`src/rtl/v86e_pkg.sv`:
```
package v86e_pkg;
  localparam logic [3:0] GT_TASK = 4'h5;
  localparam logic [3:0] GT_INTR = 4'hE;
  localparam logic [3:0] GT_TRAP = 4'hF;
  localparam int unsigned GP_VEC  = 13;
  localparam int unsigned FL_TF   = 8;
  localparam int unsigned FL_IF   = 9;
  localparam int unsigned FL_VM   = 17;
  typedef enum logic {ST_IDLE = 1'b0, ST_PUSH = 1'b1} seq_st_t;
endpackage

```
`src/rtl/v86e_gate_chk.sv`:
```
module v86e_gate_chk
  import v86e_pkg::*;
(
  input  logic [3:0] gate_type,
  input  logic       tgt_conf,
  input  logic [1:0] tgt_dpl,
  output logic       is_task,
  output logic       is_intr,
  output logic       go_push,
  output logic       reject
);
  logic is_gate32;
  always_comb begin
    is_task   = (gate_type == GT_TASK);
    is_intr   = (gate_type == GT_INTR);
    is_gate32 = is_intr || (gate_type == GT_TRAP);
    go_push   = is_gate32 && !tgt_conf && (tgt_dpl == 2'd0);
    reject    = !is_task && !go_push;
  end
endmodule

```
`src/rtl/v86e_push_sel.sv`:
```
module v86e_push_sel #(
  parameter int DW = 32,
  parameter int SW = 16,
  parameter int IW = 4
) (
  input  logic [IW-1:0] idx,
  input  logic [SW-1:0] s_gs,
  input  logic [SW-1:0] s_fs,
  input  logic [SW-1:0] s_ds,
  input  logic [SW-1:0] s_es,
  input  logic [SW-1:0] s_ss,
  input  logic [DW-1:0] s_esp,
  input  logic [DW-1:0] s_flags,
  input  logic [SW-1:0] s_cs,
  input  logic [DW-1:0] s_eip,
  output logic [DW-1:0] word
);
  localparam int PADW = DW - SW;
  always_comb begin
    case (idx)
      IW'(0):  word = {{PADW{1'b0}}, s_gs};
      IW'(1):  word = {{PADW{1'b0}}, s_fs};
      IW'(2):  word = {{PADW{1'b0}}, s_ds};
      IW'(3):  word = {{PADW{1'b0}}, s_es};
      IW'(4):  word = {{PADW{1'b0}}, s_ss};
      IW'(5):  word = s_esp;
      IW'(6):  word = s_flags;
      IW'(7):  word = {{PADW{1'b0}}, s_cs};
      default: word = s_eip;
    endcase
  end
endmodule

```
`src/rtl/v86e_flag_upd.sv`:
```
module v86e_flag_upd
  import v86e_pkg::*;
#(
  parameter int DW = 32
) (
  input  logic [DW-1:0] flags_in,
  input  logic          intr_gate,
  output logic [DW-1:0] flags_out
);
  always_comb begin
    flags_out        = flags_in;
    flags_out[FL_VM] = 1'b0;
    flags_out[FL_TF] = 1'b0;
    if (intr_gate) flags_out[FL_IF] = 1'b0;
  end
endmodule

```
`src/rtl/v86_irq_entry.sv`:
```
module v86_irq_entry
  import v86e_pkg::*;
#(
  parameter int DW = 32,
  parameter int SW = 16,
  parameter int VW = 8
) (
  input  logic          clk,
  input  logic          rst_n,
  input  logic          start,
  input  logic [VW-1:0] vector,
  input  logic [3:0]    gate_type,
  input  logic [SW-1:0] gate_sel,
  input  logic [DW-1:0] gate_off,
  input  logic          tgt_conf,
  input  logic [1:0]    tgt_dpl,
  input  logic [DW-1:0] cur_eip,
  input  logic [SW-1:0] cur_cs,
  input  logic [DW-1:0] cur_eflags,
  input  logic [DW-1:0] cur_esp,
  input  logic [SW-1:0] cur_ss,
  input  logic [SW-1:0] cur_es,
  input  logic [SW-1:0] cur_ds,
  input  logic [SW-1:0] cur_fs,
  input  logic [SW-1:0] cur_gs,
  input  logic [SW-1:0] stk0_ss,
  input  logic [DW-1:0] stk0_esp,
  output logic          mem_wr_valid,
  input  logic          mem_wr_ready,
  output logic [SW-1:0] mem_wr_seg,
  output logic [DW-1:0] mem_wr_addr,
  output logic [DW-1:0] mem_wr_data,
  output logic          done,
  output logic          fault,
  output logic [VW-1:0] fault_vec,
  output logic          task_sw_req,
  output logic [VW-1:0] tsw_vec,
  output logic [1:0]    out_cpl,
  output logic          out_pm32,
  output logic [SW-1:0] out_cs,
  output logic [DW-1:0] out_eip,
  output logic [DW-1:0] out_eflags,
  output logic [SW-1:0] out_ss,
  output logic [DW-1:0] out_esp,
  output logic [SW-1:0] out_ds,
  output logic [SW-1:0] out_es,
  output logic [SW-1:0] out_fs,
  output logic [SW-1:0] out_gs
);
  localparam int NPUSH = 9;
  localparam int IW    = $clog2(NPUSH + 1);
  localparam logic [DW-1:0] STEP = DW'(DW / 8);

  seq_st_t st_q, st_d;
  logic [IW-1:0] idx_q, idx_d;
  logic [DW-1:0] esp_q, esp_d;
  logic [SW-1:0] c_gs, c_fs, c_ds, c_es, c_ss, c_cs, c_gsel, c_ss0;
  logic [DW-1:0] c_esp, c_flags, c_eip, c_goff;
  logic          c_intr;
  logic is_task, is_intr, go_push, reject;
  logic cap_en, beat, last_beat;
  logic [DW-1:0] push_word, new_flags;

  v86e_gate_chk u_chk_gate (
    .gate_type(gate_type), .tgt_conf(tgt_conf), .tgt_dpl(tgt_dpl),
    .is_task(is_task), .is_intr(is_intr), .go_push(go_push), .reject(reject)
  );

  v86e_push_sel #(.DW(DW), .SW(SW), .IW(IW)) u_sel (
    .idx(idx_q), .s_gs(c_gs), .s_fs(c_fs), .s_ds(c_ds), .s_es(c_es),
    .s_ss(c_ss), .s_esp(c_esp), .s_flags(c_flags), .s_cs(c_cs),
    .s_eip(c_eip), .word(push_word)
  );

  v86e_flag_upd #(.DW(DW)) u_flags (
    .flags_in(c_flags), .intr_gate(c_intr), .flags_out(new_flags)
  );

  assign cap_en    = (st_q == ST_IDLE) && start;
  assign beat      = (st_q == ST_PUSH) && mem_wr_ready;
  assign last_beat = beat && (idx_q == IW'(NPUSH - 1));

  assign mem_wr_valid = (st_q == ST_PUSH);
  assign mem_wr_seg   = c_ss0;
  assign mem_wr_addr  = esp_q;
  assign mem_wr_data  = push_word;

  // next-state logic
  always_comb begin
    st_d  = st_q;
    idx_d = idx_q;
    esp_d = esp_q;
    if (cap_en && go_push) begin
      st_d  = ST_PUSH;
      idx_d = '0;
      esp_d = stk0_esp - STEP;
    end else if (beat) begin
      idx_d = idx_q + IW'(1);
      esp_d = esp_q - STEP;
      if (last_beat) st_d = ST_IDLE;
    end
  end

  // sequencer registers
  always_ff @(posedge clk or negedge rst_n) begin
    if (!rst_n) begin
      st_q  <= ST_IDLE;
      idx_q <= '0;
      esp_q <= '0;
    end else begin
      st_q  <= st_d;
      idx_q <= idx_d;
      esp_q <= esp_d;
    end
  end

  // capture of entry context, enabled on an accepted start
  always_ff @(posedge clk or negedge rst_n) begin
    if (!rst_n) begin
      {c_gs, c_fs, c_ds, c_es, c_ss, c_cs, c_gsel, c_ss0} <= '0;
      {c_esp, c_flags, c_eip, c_goff} <= '0;
      c_intr <= 1'b0;
    end else if (cap_en) begin
      c_gs <= cur_gs;  c_fs <= cur_fs;  c_ds <= cur_ds;  c_es <= cur_es;
      c_ss <= cur_ss;  c_cs <= cur_cs;  c_esp <= cur_esp;
      c_flags <= cur_eflags;  c_eip <= cur_eip;
      c_gsel <= gate_sel;  c_goff <= gate_off;  c_ss0 <= stk0_ss;
      c_intr <= is_intr;
    end
  end

  // event pulses
  always_ff @(posedge clk or negedge rst_n) begin
    if (!rst_n) begin
      done        <= 1'b0;
      fault       <= 1'b0;
      task_sw_req <= 1'b0;
      fault_vec   <= '0;
      tsw_vec     <= '0;
    end else begin
      done        <= last_beat;
      fault       <= cap_en && reject;
      task_sw_req <= cap_en && is_task;
      if (cap_en && reject) fault_vec <= VW'(GP_VEC);
      if (cap_en && is_task) tsw_vec <= vector;
    end
  end

  // committed context, enabled only by the final accepted write
  always_ff @(posedge clk or negedge rst_n) begin
    if (!rst_n) begin
      out_cpl    <= 2'd3;
      out_pm32   <= 1'b0;
      out_cs     <= '0;
      out_eip    <= '0;
      out_eflags <= '0;
      out_ss     <= '0;
      out_esp    <= '0;
      out_ds     <= '0;
      out_es     <= '0;
      out_fs     <= '0;
      out_gs     <= '0;
    end else if (last_beat) begin
      out_cpl    <= 2'd0;
      out_pm32   <= 1'b1;
      out_cs     <= c_gsel;
      out_eip    <= c_goff;
      out_eflags <= new_flags;
      out_ss     <= c_ss0;
      out_esp    <= esp_q;
      out_ds     <= '0;
      out_es     <= '0;
      out_fs     <= '0;
      out_gs     <= '0;
    end
  end
endmodule

```
`config.mk`:
```
export PLATFORM = sky130hd
export DESIGN_NAME = v86_irq_entry
export DESIGN_NICKNAME = d
export VERILOG_FILES = /design/src/rtl/v86e_pkg.sv /design/src/rtl/v86e_gate_chk.sv /design/src/rtl/v86e_push_sel.sv /design/src/rtl/v86e_flag_upd.sv /design/src/rtl/v86_irq_entry.sv
export SDC_FILE = /design/constraint.sdc
export NUM_CORES = 1
export LEC_CHECK = 0
export ABC_CLOCK_PERIOD_IN_PS = 10150
export BUFFER_PORTS_ARGS = -buffer_cell sky130_fd_sc_hd__buf_4
export CELL_PAD_IN_SITES_DETAIL_PLACEMENT = 1
export CELL_PAD_IN_SITES_GLOBAL_PLACEMENT = 2
export CORE_MARGIN = 2
export CORE_UTILIZATION = 33
export DETAILED_ROUTE_END_ITERATION = 10
export GPL_TIMING_DRIVEN = 0
export PLACE_DENSITY = 0.82
export SYNTH_ARGS = -nofsm -noshare
export SYNTH_HDL_FRONTEND = slang
export SYNTH_SLANG_ARGS = --single-unit
```
`constraint.sdc`:
```
create_clock -name clk -period 10.15 [get_ports clk]
set_clock_uncertainty 0.1 [all_clocks]
set_input_delay 0.5075 -clock clk [delete_from_list [all_inputs] [get_ports clk]]
set_output_delay 0.5075 -clock clk [all_outputs]
set_load 0.1 [all_outputs]
```
==> results of run 1 <==
==> area by class of cell <==
class                      count  area [µm²]
antenna                        9        22.5
inverter                      22        82.6
fill                        6548       29100
tap                          765         957
buffer                       180         956
clock buffer                  67        1390
timing repair buffer         767        6430
multi-input combinational   1408        7580
sequential                   434       10900
clock inverter                20         235
==> per-stage QoR <==
| step | area, µm² | util [%] | power [µW] |
|---|---|---|---|
| 6_report | 28500 | 49.5 | 10500 |
| 2_1_floorplan | 19500 | - | 7010 |
| 5_1_grt | 28500 | 49.5 | 10900 |
| 3_5_place_dp | 24500 | 42.6 | 8580 |
| 4_1_cts | 28500 | 49.5 | 10500 |
| 3_3_place_gp | 24400 | 42.4 | 8470 |
==> logic make-up (layout without fill, tap and decap cells) <==
kind of cell	Yosys count	after routing
AOI/OAI and AO/OA	131	131
muxes	147	147
buffers and inverters	202	1056
other	1	80
adders and majority gates	5	5
xor gates and xnor gates	50	50
and+or+nand+nor	1004	1004
DFF	434	434
==> sequential cells by signal, summed over array words and instances (netlist names), 8 cells and up <==
| register | cells |
|---|---|
| c_fs | 16 |
| c_goff | 32 |
| out_ss | 16 |
| mem_wr_addr | 32 |
| c_flags | 32 |
| tsw_vec | 8 |
| mem_wr_seg | 16 |
| c_gsel | 16 |
| c_gs | 16 |
| out_eflags | 30 |
| c_eip | 32 |
| c_ds | 16 |
| c_ss | 16 |
| out_esp | 32 |
| out_cs | 16 |
| c_esp | 32 |
| out_eip | 32 |
| c_es | 16 |
| c_cs | 16 |
==> Yosys cell counts, drive strengths merged (2+ instances only) <==
cell type,n
a22oi,32
buf,81
nand3b,3
nand4,23
o211ai,2
nor2b,4
and3,2
a222oi,16
nor4,13
nor2,40
clkbuf,99
nor3,19
xnor2,34
o21a,2
o41ai,2
a221oi,16
dfrtp,433
o21ai,15
nor3b,2
nand2b,2
xor2,16
a21oi,18
or2,4
mux2,132
and2,10
nand2,853
nand4bb,2
nand3,7
or4,6
and4,2
o31ai,3
a211oi,2
or3,8
a22o,16
a31oi,2
mux2i,15
inv,21
ha,5
==> routing by layer <==
metal  share of wire, %  wire length, µm  up-vias  GRT usage (%)
li1                   -                -     8128              -
met1                 41            33700     8942           33.6
met3                6.1             5030      161           5.87
met5               0.11               87        -              0
met4                3.3             2670       18           9.20
met2                 50            40800      540           46.3
==> power by group through the flow <==
stage | registers [µW] | clock network, µW | logic (µW)
after floorplan | 5120 | 0 | 1890
after global placement | 2930 | 0 | 5550
after detailed placement | 2960 | 0 | 5620
after CTS | 2940 | 1860 | 5720
after global routing | 3040 | 1930 | 5950
final | 2960 | 1830 | 5720
==> path summary, 6_finish.rpt <==
| kind | startpoint | endpoint | slack [ps] |
|---|---|---|---|
| worst max-delay path | gate_type[2] | mem_wr_addr[30] | 5250 |
| worst min-delay path | cur_ss[4] | c_ss[4] | 20 |
| worst max register to register | mem_wr_valid | mem_wr_addr[30] | 5340 |
| worst min register to register | c_goff[5] | c_goff[5] | 370 |
| max in group asynchronous | rst_n | mem_wr_addr[11] | 7740 |
| min in group asynchronous | rst_n | c_goff[13] | 370 |
==> repair_timing <==
| action | CTS | global route |
|---|---|---|
| hold buffers | 232 | 0 |
| setup buffers | 0 | 0 |
| hold endpoints to repair | 299 | 0 |
==> worst register-to-register path, delay by kind of cell, from the launching register on <==
kind / cells / cell delay [ps]
buffers and inverters: 3 / 1500
multiplexers: 3 / 630
flip-flops: 1 / 450
XOR/XNOR: 1 / 160
AND/OR/NAND/NOR: 6 / 1470
adder cells (fa/ha/maj): 1 / 360
==> impl_metrics.yaml, run 1 <==
run_status:
  status: "completed"
setup_path:
  cp_slowest_cell: "clkbuf_1"
  ff2ff_path_depth: 14
  start_kind: "input pin"
  cp.depth: 16
  cp_num_buf_inv: 5
  slowest_delay_ps: 600
  path_cells: "dlygate4sd3_1 -> buf_4 -> nand3b_1 -> or3_1 -> buf_2 -> clkbuf_1 -> clkbuf_1 -> mux2i_1 -> ha_1 -> nand2b_1 -> or3_1 -> mux2i_4 -> nand4_1 -> nor4_1 -> xnor2_1 -> mux2i_1"
  endpoint_kind: "flop"
  cp.required_ps: 10520
  crit_fanout: 10
  worstSetupPathType: "input pin to flop"
  cp_top_family: "buffers and inverters"
  cp.arrival_ps: 5270
clocking:
  cts_tree: "done"
  cts_buffers: 50
  cts-root-buf: "clkbuf_16"
  cts-resized-gates: 0
  clock_latency_ps: 600
  clock_sinks: 434
  clk_pin_slew_worst_paths_ps: 60
  cts_buffer_depth: 3
  h-tree-depth: 2
floorplanning:
  coreArea_um2: 57600
  fp-row-count: 88
  dieArea_um2: 60200
  chipHeight_um: 245
  die_w_um: 245
  initial_utilization_pct: 33.4
  ios: 602
drt:
  vias: 17800
  finalWirelength_um: 82200
  routedWlPerCell_um: 22.4
  route.antenna.remaining_nets: 0
  via_per_inst: 4.84
  drc: 0
  drt-initial-drc-count: 795
  drtPass1Iterations: 7
layout:
  finalNonFillerCells: 3672
  nets: 3175
  layout_commonest_cell: "nand2_1"
  synthToLayoutAreaGrowth_pct: 48.4
  layout_common_cells: "nand2_1 (853), buf_4 (604), dfrtp_1 (433), dlygate4sd3_1 (232), mux2_2 (132)"
  drive_gt1_share_pct: 29.0
placement:
  dp_hpwl_um: 60000
  place.gp.congestion: 0.868
  dp.cells: 3344
  pre_cts_ws_ps: 5230
  port_buffers: 530
global_routing:
  grt_pass1_vias: 19600
  antenna_found_initial: 16
  grt_pass1_wl_um: 123000
  grt-ovfl-total: 0
  grt.total_usage_pct: 27.0
  grt_start_max_net_pins: 100
sta:
  rsz0062_at_grt: "false"
  fin_crit_sh_pct: 48.2
  worst_pin_slew_ps: 1230
  fin_setup_tns_ps: 0
  slew_headroom_pct: 18.0
  hold_viol: 0
  finalSetupViolCount: 0
  fmax_mhz: 204
  min_period_ps: 4900
  final_max_slew_viol_count: 0
  holdWs_ps: 24.7
  setup_ws_ps: 5250
synthesis:
  synth_edf_count: 0
  syn_avg_cell_area_um2: 9.73
  synth_adder_area_share_pct: 0.326
  synth-compound-area-share_pct: 5.35
  synthSimpleGateAreaFrac_pct: 21.4
  synth-seq-cells: 434
  ys_seq_area_share_pct: 56.5
  synthArstFlopShare_pct: 100
  synth_xor_area_share_pct: 2.28
  yosys_most_used_dff: "dfrtp_1"
  syn-cell-area_um2: 19200
  syn_inst: 1974
  synth_top_family_by_area: "simple AND/OR/NAND/NOR gates"
  yosysWarnings: 0
  muxShareOfSynthArea_pct: 8.65
  synth_top_area_cell: "dfrtp_1"
  synth_top_cell_area_share_pct: 56.4
  yosysUniqueCellTypes: 63
  yosys-top-cells-area: "dfrtp_1 (56%), nand2_1 (17%), mux2_2 (7.7%)"
pwr:
  p_per_area_nw_per_um2: 368
  cellInternalPower_uw: 4720
  p_leak_uw: 0.0143
  pwr-share-seq_pct: 28.1
  ir_worst_vdd_uv: 266
  switchingPower_uw: 5790
  combPwrFrac_pct: 54.5
  p_sw_share_pct: 55.1
  clock_power_share_pct: 17.4
worst_hold_path:
  whs_path_depth: 3
  hp-class: "input pin to flop"
flow_run:
  cap_violations: 0
Power figures use the tool's default switching activity.
==> run 2: changes to the inputs <==
--- a/config.mk
+++ b/config.mk
@@ -5,15 +5,15 @@
 export SDC_FILE = /design/constraint.sdc
 export NUM_CORES = 1
 export LEC_CHECK = 0
-export ABC_CLOCK_PERIOD_IN_PS = 10150
+export ABC_CLOCK_PERIOD_IN_PS = 4080
 export BUFFER_PORTS_ARGS = -buffer_cell sky130_fd_sc_hd__buf_4
 export CELL_PAD_IN_SITES_DETAIL_PLACEMENT = 1
 export CELL_PAD_IN_SITES_GLOBAL_PLACEMENT = 2
 export CORE_MARGIN = 2
-export CORE_UTILIZATION = 33
+export CORE_UTILIZATION = 28
 export DETAILED_ROUTE_END_ITERATION = 10
 export GPL_TIMING_DRIVEN = 0
-export PLACE_DENSITY = 0.82
+export PLACE_DENSITY = 0.74
 export SYNTH_ARGS = -nofsm -noshare
 export SYNTH_HDL_FRONTEND = slang
 export SYNTH_SLANG_ARGS = --single-unit
==> constraint.sdc (replaced) <==
create_clock -name clk -period 4.08 [get_ports clk]
set_clock_uncertainty 0.1 [all_clocks]
set_input_delay 0.204 -clock clk [delete_from_list [all_inputs] [get_ports clk]]
set_output_delay 0.204 -clock clk [all_outputs]
set_load 0.1 [all_outputs]
==> run 2 against run 1 <==
  * Final cell count increased by 5.5%
  * Global-route usage decreased by 4.0 points
  * Core utilization shrank 6.0 points
  * Count of clock-buffer cells in the layout up 2
  * Via count rose by 0.58%
  * Sequential share of layout area is 1.5 points lower
  * Setup slack got worse by 5100 ps
  * Critical path depth down 8
  * Design area rose by 4.1%
  * Hold slack better by 6.6 ps
  * Largest cell class unchanged
  * Largest power group unchanged
==> impl_metrics.yaml, run 2 (same netlist as run 1, synthesis figures left out) <==
sta:
  slew_headroom_pct: 24.0
  rsz0062_at_grt: "false"
  fmax_mhz: 257
  finalSetupViolCount: 0
  worst_pin_slew_ps: 1140
  min_period_ps: 3890
  final_max_slew_viol_count: 0
  fin_crit_sh_pct: 95.4
  holdWs_ps: 31.3
  hold_viol: 0
floorplanning:
  coreArea_um2: 68200
  ios: 602
  die_w_um: 266
  dieArea_um2: 70700
  chipHeight_um: 266
  fp-row-count: 96
  initial_utilization_pct: 28.2
clocking:
  clock_latency_ps: 610
  cts_buffers: 53
  cts_buffer_depth: 3
  clock_sinks: 434
  h-tree-depth: 2
  cts-root-buf: "clkbuf_16"
  cts_tree: "done"
  clk_pin_slew_worst_paths_ps: 60
drt:
  vias: 17900
  route.antenna.remaining_nets: 0
  drtPass1Iterations: 9
  drt-initial-drc-count: 1005
  drc: 0
  finalWirelength_um: 82400
  routedWlPerCell_um: 21.3
  via_per_inst: 4.62
setup_path:
  worstSetupPathType: "flop to output port"
  crit_fanout: 10
  cp_top_family: "buffers and inverters"
  path_cells: "inv_1 -> ha_1 -> and2_1 -> clkbuf_1 -> clkbuf_1 -> a22oi_1 -> nand4_1 -> buf_4"
  r2r_start: "mem_wr_valid"
  start_kind: "flop"
  reg2reg_to: "mem_wr_addr[30]"
  endpoint_kind: "output port"
  ff2ff_path_depth: 14
  cp_num_buf_inv: 4
  cp.required_ps: 3780
  slowest_delay_ps: 570
  cp.arrival_ps: 3590
  ff2ff_setup_slack_ps: 230
  crit_top_cell: "clkbuf_1"
  cp_slowest_cell: "clkbuf_1"
placement:
  port_buffers: 530
  dpl_cell_area_um2: 24700
  place.gp.congestion: 0.827
  dp_hpwl_um: 61100
worst_hold_path:
  hp-class: "input pin to async pin"
layout:
  finish.utilization_pct: 43.5
  drive_gt1_share_pct: 28.9
  layout_commonest_cell: "nand2_1"
  layout_common_cells: "nand2_1 (853), buf_4 (610), dfrtp_1 (432), dlygate4sd3_1 (307), mux2_2 (132)"
  synthToLayoutAreaGrowth_pct: 54.5
  nets: 3258
  n_fill_cell: 7747
  finalInstanceArea_um2: 29700
global_routing:
  grt_pass1_wl_um: 123000
  antenna_found_initial: 13
  grt-ovfl-total: 0
  grt.total_usage_pct: 23.0
  grt_start_max_net_pins: 116
  grt_pass1_vias: 19700
pwr:
  ir_worst_vdd_uv: 916
  p_leak_uw: 0.0148
  p_per_area_nw_per_um2: 897
run_status:
  status: "completed"
flow_run:
  cap_violations: 0
run 2: cell types whose count changed in the layout (fill, tap and decap cells not counted), sizes merged:
cell         previous run  this run
dlygate4sd3           232       307
clkinv                 10        16
buf                   616       621
bufinv                  4         8
clkinvlp                5         1
diode                   9         6
clkbuf                166       168
run 2: per-stage QoR:
step	TNS, ps	setup slack (ps)	std cells	power [µW]
2_1_floorplan	0	62.4	2044	17400
3_3_place_gp	-816780	-2430	3456	21200
3_5_place_dp	-3990	-722	3461	21400
4_1_cts	0	56.2	3866	26800
5_1_grt	0	4.56	3873	27800
6_report	0	189	3874	26600
run 2: layer usage:
metal	part of all wire, %	routed length (µm)	global-route usage, %	vias up
met2	50	41400	40.4	479
met4	2.4	2000	6.36	10
met1	42	34400	28.6	9009
li1	-	-	-	8273
met3	5.4	4470	4.76	122
met5	0.072	59	0	-
run 2: worst max path at each step:
stage	start	to	slack (ps)	depth (start not counted)
CTS	idx_q[0]	mem_wr_data[16]	60	9
floorplan	mem_wr_valid	mem_wr_addr[30]	60	14
finish	idx_q[0]	mem_wr_data[0]	190	8
global route	mem_wr_valid	mem_wr_addr[26]	5	15
global placement	rst_n	mem_wr_valid	-2430	1
detailed placement	mem_wr_valid	mem_wr_addr[30]	-720	14
run 2: final cells by class:
| class | count | area [µm²] | share of cell area [%] |
|---|---|---|---|
| diodes | 6 | 15.0 | 0.0506 |
| plain buffers | 180 | 966 | 3.25 |
| clock buffers | 69 | 1470 | 4.94 |
| clock inverters | 26 | 392 | 1.32 |
| inverters | 22 | 82.6 | 0.278 |
| multi-input cells | 1408 | 7580 | 25.5 |
| flip-flops and latches | 434 | 10900 | 36.6 |
| well taps | 882 | 1100 | 3.72 |
| repair buffers | 847 | 7210 | 24.3 |
run 2: what timing repair did:
| action | in CTS | in global routing |
|---|---|---|
| resized for setup | 5 | 3 |
| pin swaps | 1 | 0 |
| hold buffers | 307 | 0 |
| setup endpoints to repair | 11 | 15 |
| buffers inserted | 3 | 2 |
| endpoints found under the hold margin | 421 | 0 |
run 2: where the power goes:
group | internal (µW) | switching [µW] | leakage (µW)
clock | 3050 | 2000 | 0.000917
sequential | 6000 | 1330 | 0.00533
combinational | 3160 | 11100 | 0.00852
==> run 3: changes to the inputs <==
--- a/config.mk
+++ b/config.mk
@@ -5,15 +5,15 @@
 export SDC_FILE = /design/constraint.sdc
 export NUM_CORES = 1
 export LEC_CHECK = 0
-export ABC_CLOCK_PERIOD_IN_PS = 4080
+export ABC_CLOCK_PERIOD_IN_PS = 4019
 export BUFFER_PORTS_ARGS = -buffer_cell sky130_fd_sc_hd__buf_4
 export CELL_PAD_IN_SITES_DETAIL_PLACEMENT = 1
 export CELL_PAD_IN_SITES_GLOBAL_PLACEMENT = 2
 export CORE_MARGIN = 2
-export CORE_UTILIZATION = 28
+export CORE_UTILIZATION = 31
 export DETAILED_ROUTE_END_ITERATION = 10
 export GPL_TIMING_DRIVEN = 0
-export PLACE_DENSITY = 0.74
+export PLACE_DENSITY = 0.78
 export SYNTH_ARGS = -nofsm -noshare
 export SYNTH_HDL_FRONTEND = slang
 export SYNTH_SLANG_ARGS = --single-unit
==> constraint.sdc (replaced) <==
create_clock -name clk -period 4.02 [get_ports clk]
set_clock_uncertainty 0.1 [all_clocks]
set_input_delay 0.201 -clock clk [delete_from_list [all_inputs] [get_ports clk]]
set_output_delay 0.201 -clock clk [all_outputs]
set_load 0.1 [all_outputs]
==> run 3 against run 2 <==
  * Count of clock-buffer cells in the layout rose by 7
  * Critical path type unchanged
  * First-iteration DRC count decreased by 11%
  * Hold slack lost 22 ps
  * Sequential cell count unchanged
  * Non-clock buffer count grew 1
  * Via count rose by 0.73%
  * Clock power fell by 7.1%
  * Power up 0.17%
  * Core utilization up 4.3 points
  * Sequential share of layout area up 0.39 points
  * Register-to-register slack lost 40 ps
  * Setup slack worse by 29 ps
==> impl_metrics.yaml, run 3 (same netlist as run 1, synthesis figures left out) <==
pwr:
  p_leak_uw: 0.0147
  ir_worst_vdd_uv: 743
  total_power_uw: 26700
  p_per_area_nw_per_um2: 908
clocking:
  clock_latency_ps: 610
  cts_buffers: 51
  cts_buffer_depth: 3
  cts_tree: "done"
  cts-root-buf: "clkbuf_16"
  h-tree-depth: 2
  clock_sinks: 434
  clk_pin_slew_worst_paths_ps: 60
floorplanning:
  chipHeight_um: 253
  ios: 602
  coreArea_um2: 61500
  initial_utilization_pct: 31.2
  fp-row-count: 91
  die_w_um: 253
  dieArea_um2: 64000
setup_path:
  start_kind: "flop"
  r2r_start: "mem_wr_valid"
  cp.arrival_ps: 3560
  cp.required_ps: 3720
  cp_slowest_cell: "buf_1"
  endpoint_kind: "output port"
  slowest_delay_ps: 770
  reg2reg_to: "mem_wr_addr[30]"
  crit_fanout: 10
  worstSetupPathType: "flop to output port"
  path_cells: "inv_1 -> ha_1 -> and2_1 -> clkbuf_1 -> buf_1 -> a22oi_1 -> nand4_1 -> buf_4"
  ff2ff_path_depth: 15
  ff2ff_setup_slack_ps: 190
run_status:
  status: "completed"
drt:
  drt-initial-drc-count: 895
  drtPass1Iterations: 5
  drc: 0
  finalWirelength_um: 83500
  route.antenna.remaining_nets: 0
  vias: 18000
  routedWlPerCell_um: 22.1
  via_per_inst: 4.77
sta:
  fin_crit_sh_pct: 96.0
  worst_pin_slew_ps: 1220
  min_period_ps: 3860
  holdWs_ps: 9.65
  fmax_mhz: 259
  finalSetupViolCount: 0
  setup_ws_ps: 160
  hold_viol: 0
  final_max_slew_viol_count: 0
  slew_headroom_pct: 19.0
layout:
  finish.utilization_pct: 47.8
  nets: 3257
  layout_commonest_cell: "nand2_1"
  n_fill_cell: 7054
  finalInstanceArea_um2: 29400
  synthToLayoutAreaGrowth_pct: 52.9
  drive_gt1_share_pct: 28.4
  layout_common_cells: "nand2_1 (853), buf_4 (611), dfrtp_1 (432), dlygate4sd3_1 (306), mux2_2 (132)"
placement:
  dp_hpwl_um: 61400
  place.gp.congestion: 0.837
  dpl_cell_area_um2: 24600
  port_buffers: 530
  pre_cts_ws_ps: -762
global_routing:
  antenna_found_initial: 23
  grt.total_usage_pct: 25.7
  grt_pass1_vias: 19600
  grt_start_max_net_pins: 107
  grt_pass1_wl_um: 123000
  grt-ovfl-total: 0
flow_run:
  cap_violations: 0
worst_hold_path:
  hp-class: "input pin to async pin"
-- run 3: changes by cell type in the layout (fill, tap and decap cells not counted), sizes merged --
cell,change
clkinv,-12
diode,+6
bufinv,-4
dlygate4sd3,-1
buf,+2
clkbuf,+7
inv,+1
-- run 3: critical path: cells and delay by family (launching register included) --
kind	cells	cell delay, ps
adder cells (fa/ha/maj)	1	230
buffers and inverters	4	1490
AO/OA/AOI/OAI	1	320
AND/OR/NAND/NOR	2	450
flip-flops	1	450
-- run 3: how the worst max path moves through the flow --
stage | start | end | slack (ps) | cells past startpoint
after detailed placement | mem_wr_valid | mem_wr_addr[30] | -760 | 14
after global placement | rst_n | mem_wr_valid | -2440 | 1
after CTS | mem_wr_valid | mem_wr_addr[30] | 30 | 15
after floorplan | mem_wr_valid | mem_wr_addr[30] | 2 | 14
final | idx_q[0] | mem_wr_data[3] | 160 | 8
after global routing | mem_wr_valid | mem_wr_addr[30] | -2 | 15
-- run 3: final cells by class --
cell class	instances	area, µm²	area share (%)
buffer	180	973	3.31
clock inverter	11	191	0.652
tap	790	988	3.36
multi-input combinational	1408	7590	25.8
antenna	12	30.0	0.102
inverter	22	82.6	0.281
clock buffer	76	1440	4.90
timing repair buffer	848	7220	24.6
sequential	434	10900	37.0
-- run 3: through the flow --
stage / TNS [ps] / instances
2_1_floorplan: 0 / 2044
3_3_place_gp: -833260 / 3364
3_5_place_dp: -4630 / 3369
4_1_cts: 0 / 3763
5_1_grt: -1.89 / 3778
6_report: 0 / 3781
-- run 3: where the power goes --
part,internal (µW),switching (µW)
Combinational,3210,11300
Sequential,6090,1370
Clock,2730,1960
-- run 3: per-layer routing --
layer / wire (µm) / GRT usage, % / vias to the layer above
li1: - / - / 8299
met1: 34600 / 31.9 / 9080
met2: 41900 / 44.8 / 498
met3: 4670 / 5.54 / 127
met4: 2130 / 7.62 / 20
met5: 129 / 0 / -
-- run 3: repair_timing --
action / CTS / global route
endpoints found under the hold margin: 437 / 0
setup buffers: 1 / 6
hold buffers: 306 / 0
pin swaps: 1 / 0
endpoints found under the setup margin: 21 / 6
gates resized for setup: 8 / 2
